--- src/rtl/swj_pkg.sv ---
// Package: shared constants, pad state type and the mode decode.
// Assumes five pads in fixed order: 0 test-reset, 1 data-in,
// 2 mode-select, 3 test-clock, 4 data-out.
package swj_pkg;
    localparam int N_PADS  = 5;
    localparam int N_INS   = 4;
    localparam int MODE_W  = 3;

    // Safe core-input levels during forcing: clock low, others high.
    localparam logic [N_INS-1:0]  SAFE_LVL = 4'b0111;
    localparam logic [N_PADS-1:0] PU_MASK  = 5'b00111;
    localparam logic [N_PADS-1:0] PD_MASK  = 5'b01000;

    typedef enum logic [1:0] {
        PAD_DBG   = 2'd0,
        PAD_FORCE = 2'd1,
        PAD_GPIO  = 2'd2
    } pad_st_e;

    // Map a mode code to the set of pads given to GPIO.
    function automatic logic [N_PADS-1:0] rel_of_mode(input logic [MODE_W-1:0] m);
        case (m)
            3'b000:  return 5'b00000;
            3'b001:  return 5'b00001;
            3'b010:  return 5'b10011;
            default: return 5'b11111;
        endcase
    endfunction
endpackage

--- src/rtl/swj_bus_ctl.sv ---
// Bus side: holds the released-pad set, decodes writes and stalls
// pready for one cycle when a set change meets a full write buffer.
// Assumes the peripheral bus two-phase protocol (psel, then penable).
module swj_bus_ctl
    import swj_pkg::*;
(
    input  logic              clk,
    input  logic              rst_n,
    input  logic              psel,
    input  logic              penable,
    input  logic              pwrite,
    input  logic [MODE_W-1:0] pwdata,
    input  logic              buf_full,
    output logic              pready,
    output logic [N_PADS-1:0] rel_next
);
    logic [N_PADS-1:0] rel_q;
    logic              stall_q;
    logic              wr_acc;
    logic [N_PADS-1:0] rel_new;
    logic              chg;

    // Decode access, the candidate set and the stall condition.
    always_comb begin
        wr_acc   = psel && penable && pwrite;
        rel_new  = rel_of_mode(pwdata);
        chg      = (rel_new != rel_q);
        pready   = !(wr_acc && chg && buf_full && !stall_q);
        rel_next = (wr_acc && pready) ? rel_new : rel_q;
    end

    // Register the released set and remember a stall already served.
    always_ff @(posedge clk) begin
        if (!rst_n) begin
            rel_q   <= '0;
            stall_q <= 1'b0;
        end else begin
            rel_q   <= rel_next;
            stall_q <= wr_acc && !pready;
        end
    end
endmodule

--- src/rtl/swj_pad_seq.sv ---
// Per-pad sequencer: debug -> forcing -> GPIO on release, any state
// straight back to debug when reclaimed. Assumes target is the set
// that takes effect at the coming edge.
module swj_pad_seq
    import swj_pkg::*;
(
    input  logic              clk,
    input  logic              rst_n,
    input  logic [N_PADS-1:0] target,
    output logic [N_PADS-1:0] gpio_own,
    output logic [N_PADS-1:0] forced
);
    for (genvar i = 0; i < N_PADS; i++) begin : g_pad
        pad_st_e st;

        // Step one pad's ownership state.
        always_ff @(posedge clk) begin
            if (!rst_n) begin
                st <= PAD_DBG;
            end else if (!target[i]) begin
                st <= PAD_DBG;
            end else begin
                case (st)
                    PAD_DBG:   st <= PAD_FORCE;
                    PAD_FORCE: st <= PAD_GPIO;
                    default:   st <= PAD_GPIO;
                endcase
            end
        end

        assign gpio_own[i] = (st == PAD_GPIO);
        assign forced[i]   = (st != PAD_DBG);
    end
endmodule

--- src/rtl/swj_pad_mux.sv ---
// Output side: forces core inputs to safe levels and gates the pulls
// by ownership. Assumes pad bit order from swj_pkg.
module swj_pad_mux
    import swj_pkg::*;
(
    input  logic [N_INS-1:0]  pad_in,
    input  logic [N_PADS-1:0] forced,
    input  logic [N_PADS-1:0] gpio_own,
    output logic [N_INS-1:0]  core_in,
    output logic [N_PADS-1:0] pu_en,
    output logic [N_PADS-1:0] pd_en
);
    for (genvar i = 0; i < N_INS; i++) begin : g_in
        assign core_in[i] = forced[i] ? SAFE_LVL[i] : pad_in[i];
    end

    // Pulls stay on as long as the debug side owns the pad.
    always_comb begin
        pu_en = PU_MASK & ~gpio_own;
        pd_en = PD_MASK & ~gpio_own;
    end
endmodule

--- src/rtl/swj_pin_release.sv ---
// Top: debug port pin release controller. Connects the bus control,
// the per-pad sequencer and the output mux.
module swj_pin_release
    import swj_pkg::*;
(
    input  logic              clk,
    input  logic              rst_n,
    input  logic              psel,
    input  logic              penable,
    input  logic              pwrite,
    input  logic [MODE_W-1:0] pwdata,
    input  logic              buf_full,
    output logic              pready,
    input  logic [N_INS-1:0]  pad_in,
    output logic [N_INS-1:0]  core_in,
    output logic [N_PADS-1:0] gpio_own,
    output logic [N_PADS-1:0] pu_en,
    output logic [N_PADS-1:0] pd_en
);
    logic [N_PADS-1:0] rel_next;
    logic [N_PADS-1:0] forced;

    swj_bus_ctl u_bus (
        .clk(clk), .rst_n(rst_n), .psel(psel), .penable(penable),
        .pwrite(pwrite), .pwdata(pwdata), .buf_full(buf_full),
        .pready(pready), .rel_next(rel_next)
    );

    swj_pad_seq u_seq (
        .clk(clk), .rst_n(rst_n), .target(rel_next),
        .gpio_own(gpio_own), .forced(forced)
    );

    swj_pad_mux u_mux (
        .pad_in(pad_in), .forced(forced), .gpio_own(gpio_own),
        .core_in(core_in), .pu_en(pu_en), .pd_en(pd_en)
    );
endmodule

--- config.mk ---
export PLATFORM = sky130hd
export DESIGN_NAME = swj_pin_release
export DESIGN_NICKNAME = d
export VERILOG_FILES = /design/src/rtl/swj_pkg.sv /design/src/rtl/swj_bus_ctl.sv /design/src/rtl/swj_pad_seq.sv /design/src/rtl/swj_pad_mux.sv /design/src/rtl/swj_pin_release.sv
export SDC_FILE = /design/constraint.sdc
export NUM_CORES = 1
export LEC_CHECK = 0
export CAP_MARGIN = 20
export CORE_ASPECT_RATIO = 0.7
export CORE_MARGIN = 3
export CORE_UTILIZATION = 44
export DETAILED_ROUTE_END_ITERATION = 7
export GPL_TIMING_DRIVEN = 0
export PLACE_DENSITY = 0.78
export SLEW_MARGIN = 0
export SYNTH_ARGS = -nofsm -noshare
export SYNTH_HDL_FRONTEND = slang
export SYNTH_SLANG_ARGS = --single-unit
--- constraint.sdc ---
create_clock -name clk -period 2.2 [get_ports clk]
set_input_delay 0.44 -clock clk [delete_from_list [all_inputs] [get_ports clk]]
set_output_delay 0.44 -clock clk [all_outputs]
set_load 0.01 [all_outputs]
==> results of run 1 <==
## state kept, by name, indices dropped and copies added, names as in the netlist
register and cells:
u_seq.g_pad.st 10, u_bus.rel_q 5, u_bus.stall_q 1
## metal layers
layer  global-route usage (%)  share of wire [%]  wire [um]
met5                        0                  0          0
met4                     8.90                2.2         49
met3                     6.29                9.2        205
met2                     28.0                 47       1030
met1                     22.3                 42        933
## critical path: stages, from the launching register on
cell	delay, ns
dfxtp_2	0.33
or4_4	0.54
o21ai_4	0.17
buf_6	0.12
a21oi_2	0.06
nor3_4	0.40
buf_12	0.22
mux2i_4	0.23
## Yosys cell counts
| cell type | n |
|---|---|
| nand2b_1 | 7 |
| clkbuf_1 | 2 |
| o2111ai_1 | 1 |
| o221ai_1 | 1 |
| dfxtp_1 | 16 |
| a21oi_1 | 1 |
| nor3b_1 | 1 |
| buf_1 | 1 |
| a21oi_2 | 1 |
| nand2_1 | 9 |
| nand3_1 | 10 |
| o21ai_2 | 1 |
| nor2_1 | 8 |
| o21bai_1 | 1 |
| nor3_4 | 1 |
| conb_1 | 1 |
| a31oi_1 | 1 |
| o21ai_0 | 1 |
| mux2i_1 | 15 |
| or2_2 | 5 |
| nor2b_1 | 2 |
| buf_12 | 1 |
| or3_1 | 3 |
| o211ai_1 | 1 |
| and2_1 | 1 |
| or2_1 | 1 |
| buf_4 | 6 |
| nand3b_1 | 4 |
| o21a_1 | 1 |
| inv_1 | 5 |
| a21o_2 | 1 |
| or4_4 | 1 |
## final cells by class
| cell class | instances | area [um2] |
|---|---|---|
| Sequential cell | 16 | 323 |
| Tap cell | 22 | 27.5 |
| Inverter | 5 | 18.8 |
| Multi-Input combinational cell | 85 | 587 |
| Timing Repair Buffer | 28 | 269 |
| Clock buffer | 4 | 36.3 |
| Fill cell | 195 | 614 |
| Buffer | 10 | 76.3 |
## per-stage QoR
stage / hold slack, ns / setup TNS (ns) / cell area, um2 / std cells
final: 0.516 / 0 / 1340 / 170
after global routing: 0.544 / -0.00469 / 1340 / 170
after CTS: 0.515 / 0 / 1320 / 170
after detailed placement: 0.505 / -7.44 / 1260 / 164
after global placement: 0.496 / -6.48 / 1260 / 164
after floorplan: 0.472 / 0 / 968 / 116
## cells by family (layout without fill, tap and decap cells)
group / after synthesis / count (layout) / synth area share [%]
flip-flops: 16 / 16 / 33.7
buffers and inverters: 15 / 47 / 10.0
AND/OR/NAND/NOR: 53 / 53 / 31.4
other: 1 / 6 / 0.395
AO/OA/AOI/OAI: 11 / 11 / 8.70
multiplexers: 15 / 15 / 15.8
## where the power goes
part / internal (mW) / leakage (nW) / switching, mW
logic: 0.0632 / 0.381 / 0.0560
registers: 0.296 / 0.130 / 0.00566
clock network: 0.101 / 0.0210 / 0.101
total: 0.461 / 0.532 / 0.162
## repair_timing
item | 4_1_cts | 5_1_grt
endpoints found under the hold margin | 0 | 0
buffers inserted | 2 | 0
pin swaps | 3 | 2
setup endpoints to repair | 16 | 9
gates resized for setup | 15 | 6
cloned | 0 | 0
## final timing paths
check                           slack [ns]                   end  cells past startpoint
worst max register to register        0.07  u_seq.g_pad[4].st[1]                      7
worst min register to register        0.52  u_seq.g_pad[2].st[0]                      2
worst min-delay path                  0.52  u_seq.g_pad[2].st[0]                      2
worst max-delay path                  0.07  u_seq.g_pad[4].st[1]                      7
==> flow_summary.toml, run 1 <==
[synth]
syn-instance-count = 111
avgSynthCellArea_um2 = 8.56
synth_top_area_cell = "dfxtp_1"
synth_cell_type_count = 32
mappedNetlistArea_um2 = 950
ys_ff_latch = 16
yosys-top-cells-area = "dfxtp_1 34%, mux2i_1 16%, nand3_1 5.3%"
synth_top_area_share_pct = 33.7
synth-seq-area-share_pct = 33.7
ys.warnings.count = 0

[timing]
worst_pin_slew_ns = 0.504
timing.final.ws_setup_ns = 0.0656
final-hold-violation-count = 0
drv_slew = 0
fmax_ghz = 0.469
period_share_pct = 97.0
slew_headroom_pct = 66.3
finalSetupViolCount = 0
fin_crit_ns = 2.13
clock_skew_ns = 0.00834

[pwr]
p_per_area_nw_per_um2 = 466
ir_drop_v = 0.000294
leakage_nw = 0.532
p_total_uw = 623

[cts]
clkSlewWorstSetupHoldPaths_ns = 0.09
numCtsBuffers = 3
clock-sinks = 16
postCtsHoldBufs = 0
cts_tree = "yes"
root_buffer = "clkbuf_4"
htree_num_levels = 1
clock_path_buffers = 2
clk_latency_ns = 0.30

[route]
vias_per_cell = 5.21
routedWlPerCell_um = 13.1
vias = 886
drtIter0Drc = 32
drt_pass1_iterations = 4
drc = 0
wl_um = 2220
ant_nets = 0

[finish]
final_util_pct = 68.5
final_common_cell = "clkdlybuf4s50_1"
final_layout_size_suffix_gt1_share_pct = 20.9
syn_to_final_growth_pct = 40.8
diodes = 0
final_cell_mix = "22 x clkdlybuf4s50_1, 14 x mux2i_1, 14 x dfxtp_1"
nets = 162

[placed_design]
io_buffers = 26
pre_cts_ws_ns = -0.639
routabilityCongestion = 0.745
dp_hpwl_um = 1550

[global_routing]
grt-ovfl-total = 0
grt_usage_pct = 18.1
antenna_found_initial = 0
grt_max_degree = 11
grt_pass1_vias = 829
grt_pass1_wl_um = 3590

[floorplan]
num_rows = 13
start_util_pct = 48.7
die_x_um = 61.5
die_h_um = 44.9
boundaryPins = 33
die_area_um2 = 2760
coreArea_um2 = 1950

[min_path]
hold_class = "reg2reg"
hp-start = "u_bus.rel_q[2]"

[flow_run]
drv_cap = 0

[worst_setup_path]
startpoint = "u_bus.rel_q[4]"
path_class = "reg2reg"
end_kind = "register"
crit_required_ns = 2.42
start_kind = "register"
r2r_start = "u_bus.rel_q[4]"
crit_fanout = 10
cp.arrival_ns = 2.36

[run_status]
status = "finished clean"
No activity file was read; power rests on OpenSTA's default activity.
==> run 2, diff against run 1 <==
--- a/config.mk
+++ b/config.mk
@@ -7,7 +7,7 @@
 export LEC_CHECK = 0
 export CAP_MARGIN = 20
 export CORE_ASPECT_RATIO = 0.7
-export CORE_MARGIN = 3
+export CORE_MARGIN = 5
 export CORE_UTILIZATION = 44
 export DETAILED_ROUTE_END_ITERATION = 7
 export GPL_TIMING_DRIVEN = 0
==> flow_summary.toml, run 2 (synthesized netlist as in run 1, its figures left out) <==
[global_routing]
grt_usage_pct = 14.0
grt_pass1_wl_um = 3420
grt-ovfl-total = 0
grt_max_degree = 11
grt_pass1_vias = 774
antenna_found_initial = 0

[floorplan]
boundaryPins = 33
die_x_um = 65.5
num_rows = 14
start_util_pct = 45.2
coreArea_um2 = 2100
die_area_um2 = 3200
die_h_um = 48.9

[flow_run]
drv_cap = 0

[worst_setup_path]
cp_cell_sequence = "clkdlybuf4s15_2, or4_4, o21ai_4, a31oi_2, nand2b_1, buf_2"
crit_required_ns = 1.76
rr_worst_depth = 7
end_kind = "primary output"
start_kind = "primary input"
r2r_start = "u_bus.rel_q[1]"
crit_fanout = 6
max_stage_delay_ns = 0.55
r2r-end = "u_seq.g_pad[4].st[1]"
rrSetupSlack_ns = 0.18
path_class = "in2out"
cp.arrival_ns = 1.70
critPathSlowestCell = "or4_4"

[timing]
fmax_ghz = 0.468
fin_crit_ns = 2.14
final-hold-violation-count = 0
period_share_pct = 97.2
drv_slew = 0
clock_skew_ns = 0.00300
rsz0062_at_grt = "no"
finalSetupViolCount = 0

[finish]
syn_to_final_growth_pct = 38.2
top_register = "u_seq.g_pad.st"
final_layout_size_suffix_gt1_share_pct = 17.7
design_area_um2 = 1310
largest_register_ffs = 10
final_common_cell = "clkdlybuf4s50_1"
nets = 161
fin_cells = 171
diodes = 0
final_cell_mix = "22 x clkdlybuf4s50_1, 16 x dfxtp_1, 15 x mux2i_1"
fillCellCount = 189
reg_top3 = "u_seq.g_pad.st: 10 flops, u_bus.rel_q: 5 flops, u_bus.stall_q: 1 flops"

[cts]
cts_tree = "yes"
postCtsHoldBufs = 0
htree_num_levels = 1
clk_latency_ns = 0.30
clock_path_buffers = 2
root_buffer = "clkbuf_4"
clock-sinks = 16
numCtsBuffers = 3
clkSlewWorstSetupHoldPaths_ns = 0.09

[placed_design]
io_buffers = 26
dp_hpwl_um = 1550
routabilityCongestion = 0.842
postPlaceCellArea_um2 = 1260
dp_cells = 166

[pwr]
leakage_nw = 0.518
p_per_area_nw_per_um2 = 470
ir_drop_v = 0.000303

[route]
drc = 0
vias = 844
vias_per_cell = 4.94
drt_pass1_iterations = 4
routedWlPerCell_um = 12.1
wl_um = 2060
drtIter0Drc = 16
ant_nets = 0

[min_path]
holdPathStages = 2
hp-start = "u_bus.rel_q[1]"
hold_class = "reg2reg"
hold_end = "u_bus.rel_q[1]"

[run_status]
status = "finished clean"
[run 2: changes by cell type in the layout (fill, tap and decap cells not counted), sizes merged]
cell,change
buf,-2
clkdlybuf4s15,+1
[run 2: cell type report]
type | count | area (um2) | share of cell area, %
Sequential cell | 16 | 320 | 24.4
Clock buffer | 4 | 36.3 | 2.76
Timing Repair Buffer | 27 | 264 | 20.1
Buffer | 10 | 76.3 | 5.82
Inverter | 5 | 18.8 | 1.43
Tap cell | 24 | 30.0 | 2.29
Multi-Input combinational cell | 85 | 567 | 43.2
[run 2: how the worst max path moves through the flow]
stage	from	cells past startpoint	slack, ns	to
finish	pwdata[1]	6	0.06	pready
global route	pwdata[1]	6	0.006	pready
CTS	pwdata[1]	8	0.03	u_seq.g_pad[4].st[1]
detailed placement	pwdata[1]	6	-0.66	pready
global placement	pwdata[1]	6	-0.63	pready
floorplan	pwdata[1]	6	0.25	u_seq.g_pad[0].st[1]
[run 2: what timing repair did]
action                                  4_1_cts  5_1_grt
endpoints found under the setup margin       11       11
resized for setup                            13        0
buffers inserted                              1        0
pin swaps                                     1        2
[run 2: layer usage]
layer,global-route usage [%],vias up,part of all wire (%)
met5,0,-,0
met4,6.21,0,1.8
met3,5.07,4,6.0
met2,21.0,27,44
met1,17.8,371,48
li1,-,442,-
[run 2: per-stage QoR]
stage | total power, mW | worst slack (ns) | hold slack, ns | utilization (%) | TNS [ns]
5_1_grt | 0.648 | 0.00560 | 0.529 | 62.4 | 0
4_1_cts | 0.623 | 0.0282 | 0.518 | 62.4 | 0
3_5_place_dp | 0.420 | -0.660 | 0.503 | 59.9 | -6.73
2_1_floorplan | 0.373 | 0.247 | 0.472 | - | 0
6_report | 0.617 | 0.0613 | 0.519 | 62.4 | 0
3_3_place_gp | 0.417 | -0.629 | 0.501 | 59.9 | -6.15
[run 2: worst max-delay path, delay by kind of cell]
family                 cells  cell delay [ns]
buffers and inverters      2             0.35
AND/OR/NAND/NOR            2             0.64
AO/OA/AOI/OAI              2             0.27
[run 2: power by group]
group / switching [mW] / internal [mW]
Clock: 0.0995 / 0.101
Sequential: 0.00531 / 0.296
Combinational: 0.0534 / 0.0611
Total: 0.158 / 0.459
==> run 3, diff against run 2 <==
--- a/config.mk
+++ b/config.mk
@@ -6,7 +6,7 @@
 export NUM_CORES = 1
 export LEC_CHECK = 0
 export CAP_MARGIN = 20
-export CORE_ASPECT_RATIO = 0.7
+export CORE_ASPECT_RATIO = 1.2
 export CORE_MARGIN = 5
 export CORE_UTILIZATION = 44
 export DETAILED_ROUTE_END_ITERATION = 7
==> flow_summary.toml, run 3 (synthesized netlist as in run 1, its figures left out) <==
[run_status]
status = "finished clean"

[floorplan]
coreArea_um2 = 2070
die_area_um2 = 3190
num_rows = 18
start_util_pct = 45.8
boundaryPins = 33
die_h_um = 60.9
die_x_um = 52.4

[global_routing]
grt-ovfl-total = 0
grt_pass1_wl_um = 3510
grtUsageMet2_pct = 25.5
met1_usage_pct = 16.8
antenna_found_initial = 0
grt_pass1_vias = 840
gr-usage-met3_pct = 2.70
grt_max_degree = 11
top_usage_layer = "met2"
grt_usage_pct = 14.6

[worst_setup_path]
crit_fanout = 6
start_kind = "primary input"
crit_required_ns = 1.76
end_kind = "primary output"
path_class = "in2out"
rr_worst_depth = 7
cp.arrival_ns = 1.69

[finish]
diodes = 0
largest_register_ffs = 10
final_util_pct = 64.4
final_layout_size_suffix_gt1_share_pct = 18.8
nets = 163
top_register = "u_seq.g_pad.st"
reg_top3 = "u_seq.g_pad.st: 10 flops, u_bus.rel_q: 5 flops, u_bus.stall_q: 1 flops"
fin_cells = 179
final_cell_mix = "22 x clkdlybuf4s50_1, 16 x dfxtp_1, 15 x mux2i_1"
syn_to_final_growth_pct = 40.6
final_common_cell = "clkdlybuf4s50_1"
design_area_um2 = 1340

[cts]
clk_latency_ns = 0.29
cts_tree = "yes"
numCtsBuffers = 3
postCtsHoldBufs = 0
clkSlewWorstSetupHoldPaths_ns = 0.10
clock-sinks = 16
htree_num_levels = 1
clock_path_buffers = 2
root_buffer = "clkbuf_4"

[placed_design]
postPlaceCellArea_um2 = 1270
routabilityCongestion = 0.813
dp_hpwl_um = 1610
io_buffers = 26
dp_cells = 172

[timing]
drv_slew = 0
clock_skew_ns = 0.00440
fin_setup_tns_ns = 0
period_share_pct = 96.8
fin_crit_ns = 2.13
finalSetupViolCount = 0
final-hold-violation-count = 0
rsz0062_at_grt = "no"
fmax_ghz = 0.469

[route]
drc = 0
routedWlPerCell_um = 11.5
vias_per_cell = 4.91
ant_nets = 0
drt_pass1_iterations = 4
vias = 879
drtIter0Drc = 27
wl_um = 2070

[pwr]
p_per_area_nw_per_um2 = 461
leakage_nw = 0.529
p_total_uw = 615
ir_drop_v = 0.000403

[min_path]
hold_class = "reg2reg"
holdPathStages = 2

[flow_run]
drv_cap = 0
[run 3: final cells by class]
cell class | instances | area (um2)
inverters | 5 | 18.8
fillers | 188 | 737
plain buffers | 10 | 76.3
repair buffers | 29 | 279
multi-input cells | 85 | 567
flip-flops and latches | 16 | 320
well taps | 30 | 37.5
clock buffers | 4 | 36.3
[run 3: where the power goes]
part           internal [mW]  total [mW]  leakage [nW]  switching, mW
clock network          0.101       0.198        0.0210         0.0967
registers              0.296       0.301         0.129        0.00524
logic                 0.0624       0.116         0.378         0.0537
total                  0.459       0.615         0.529          0.156
[run 3: per-layer routing]
layer	vias up	share of wire, %
li1	447	-
met5	-	0
met2	23	51
met3	6	4.5
met4	0	2.0
met1	403	42
[run 3: path summary, 6_finish.rpt]
kind | from | endpoint | slack (ns)
worst max-delay path | pwdata[1] | pready | 0.07
worst min-delay path | u_bus.rel_q[1] | u_seq.g_pad[1].st[0] | 0.51
worst max register to register | u_bus.rel_q[1] | u_seq.g_pad[3].st[1] | 0.33
worst min register to register | u_bus.rel_q[1] | u_seq.g_pad[1].st[0] | 0.51
[run 3: worst max-delay path: stages]
cell,delay (ns)
clkdlybuf4s15_2,0.22
or4_4,0.55
o21ai_4,0.15
a31oi_2,0.11
nand2b_1,0.08
buf_2,0.12
[run 3: through the flow]
step	setup WS [ns]	hold WS, ns
floorplan	0.247	0.472
global placement	-0.621	0.497
detailed placement	-0.650	0.501
CTS	0.00247	0.515
global route	0.0216	0.552
finish	0.0697	0.514
[run 3: timing repair]
item / 4_1_cts / 5_1_grt
endpoints found under the setup margin: 16 / 11
gates resized for setup: 12 / 1
gates cloned: 0 / 0
pin swaps: 2 / 2
setup buffers: 1 / 2
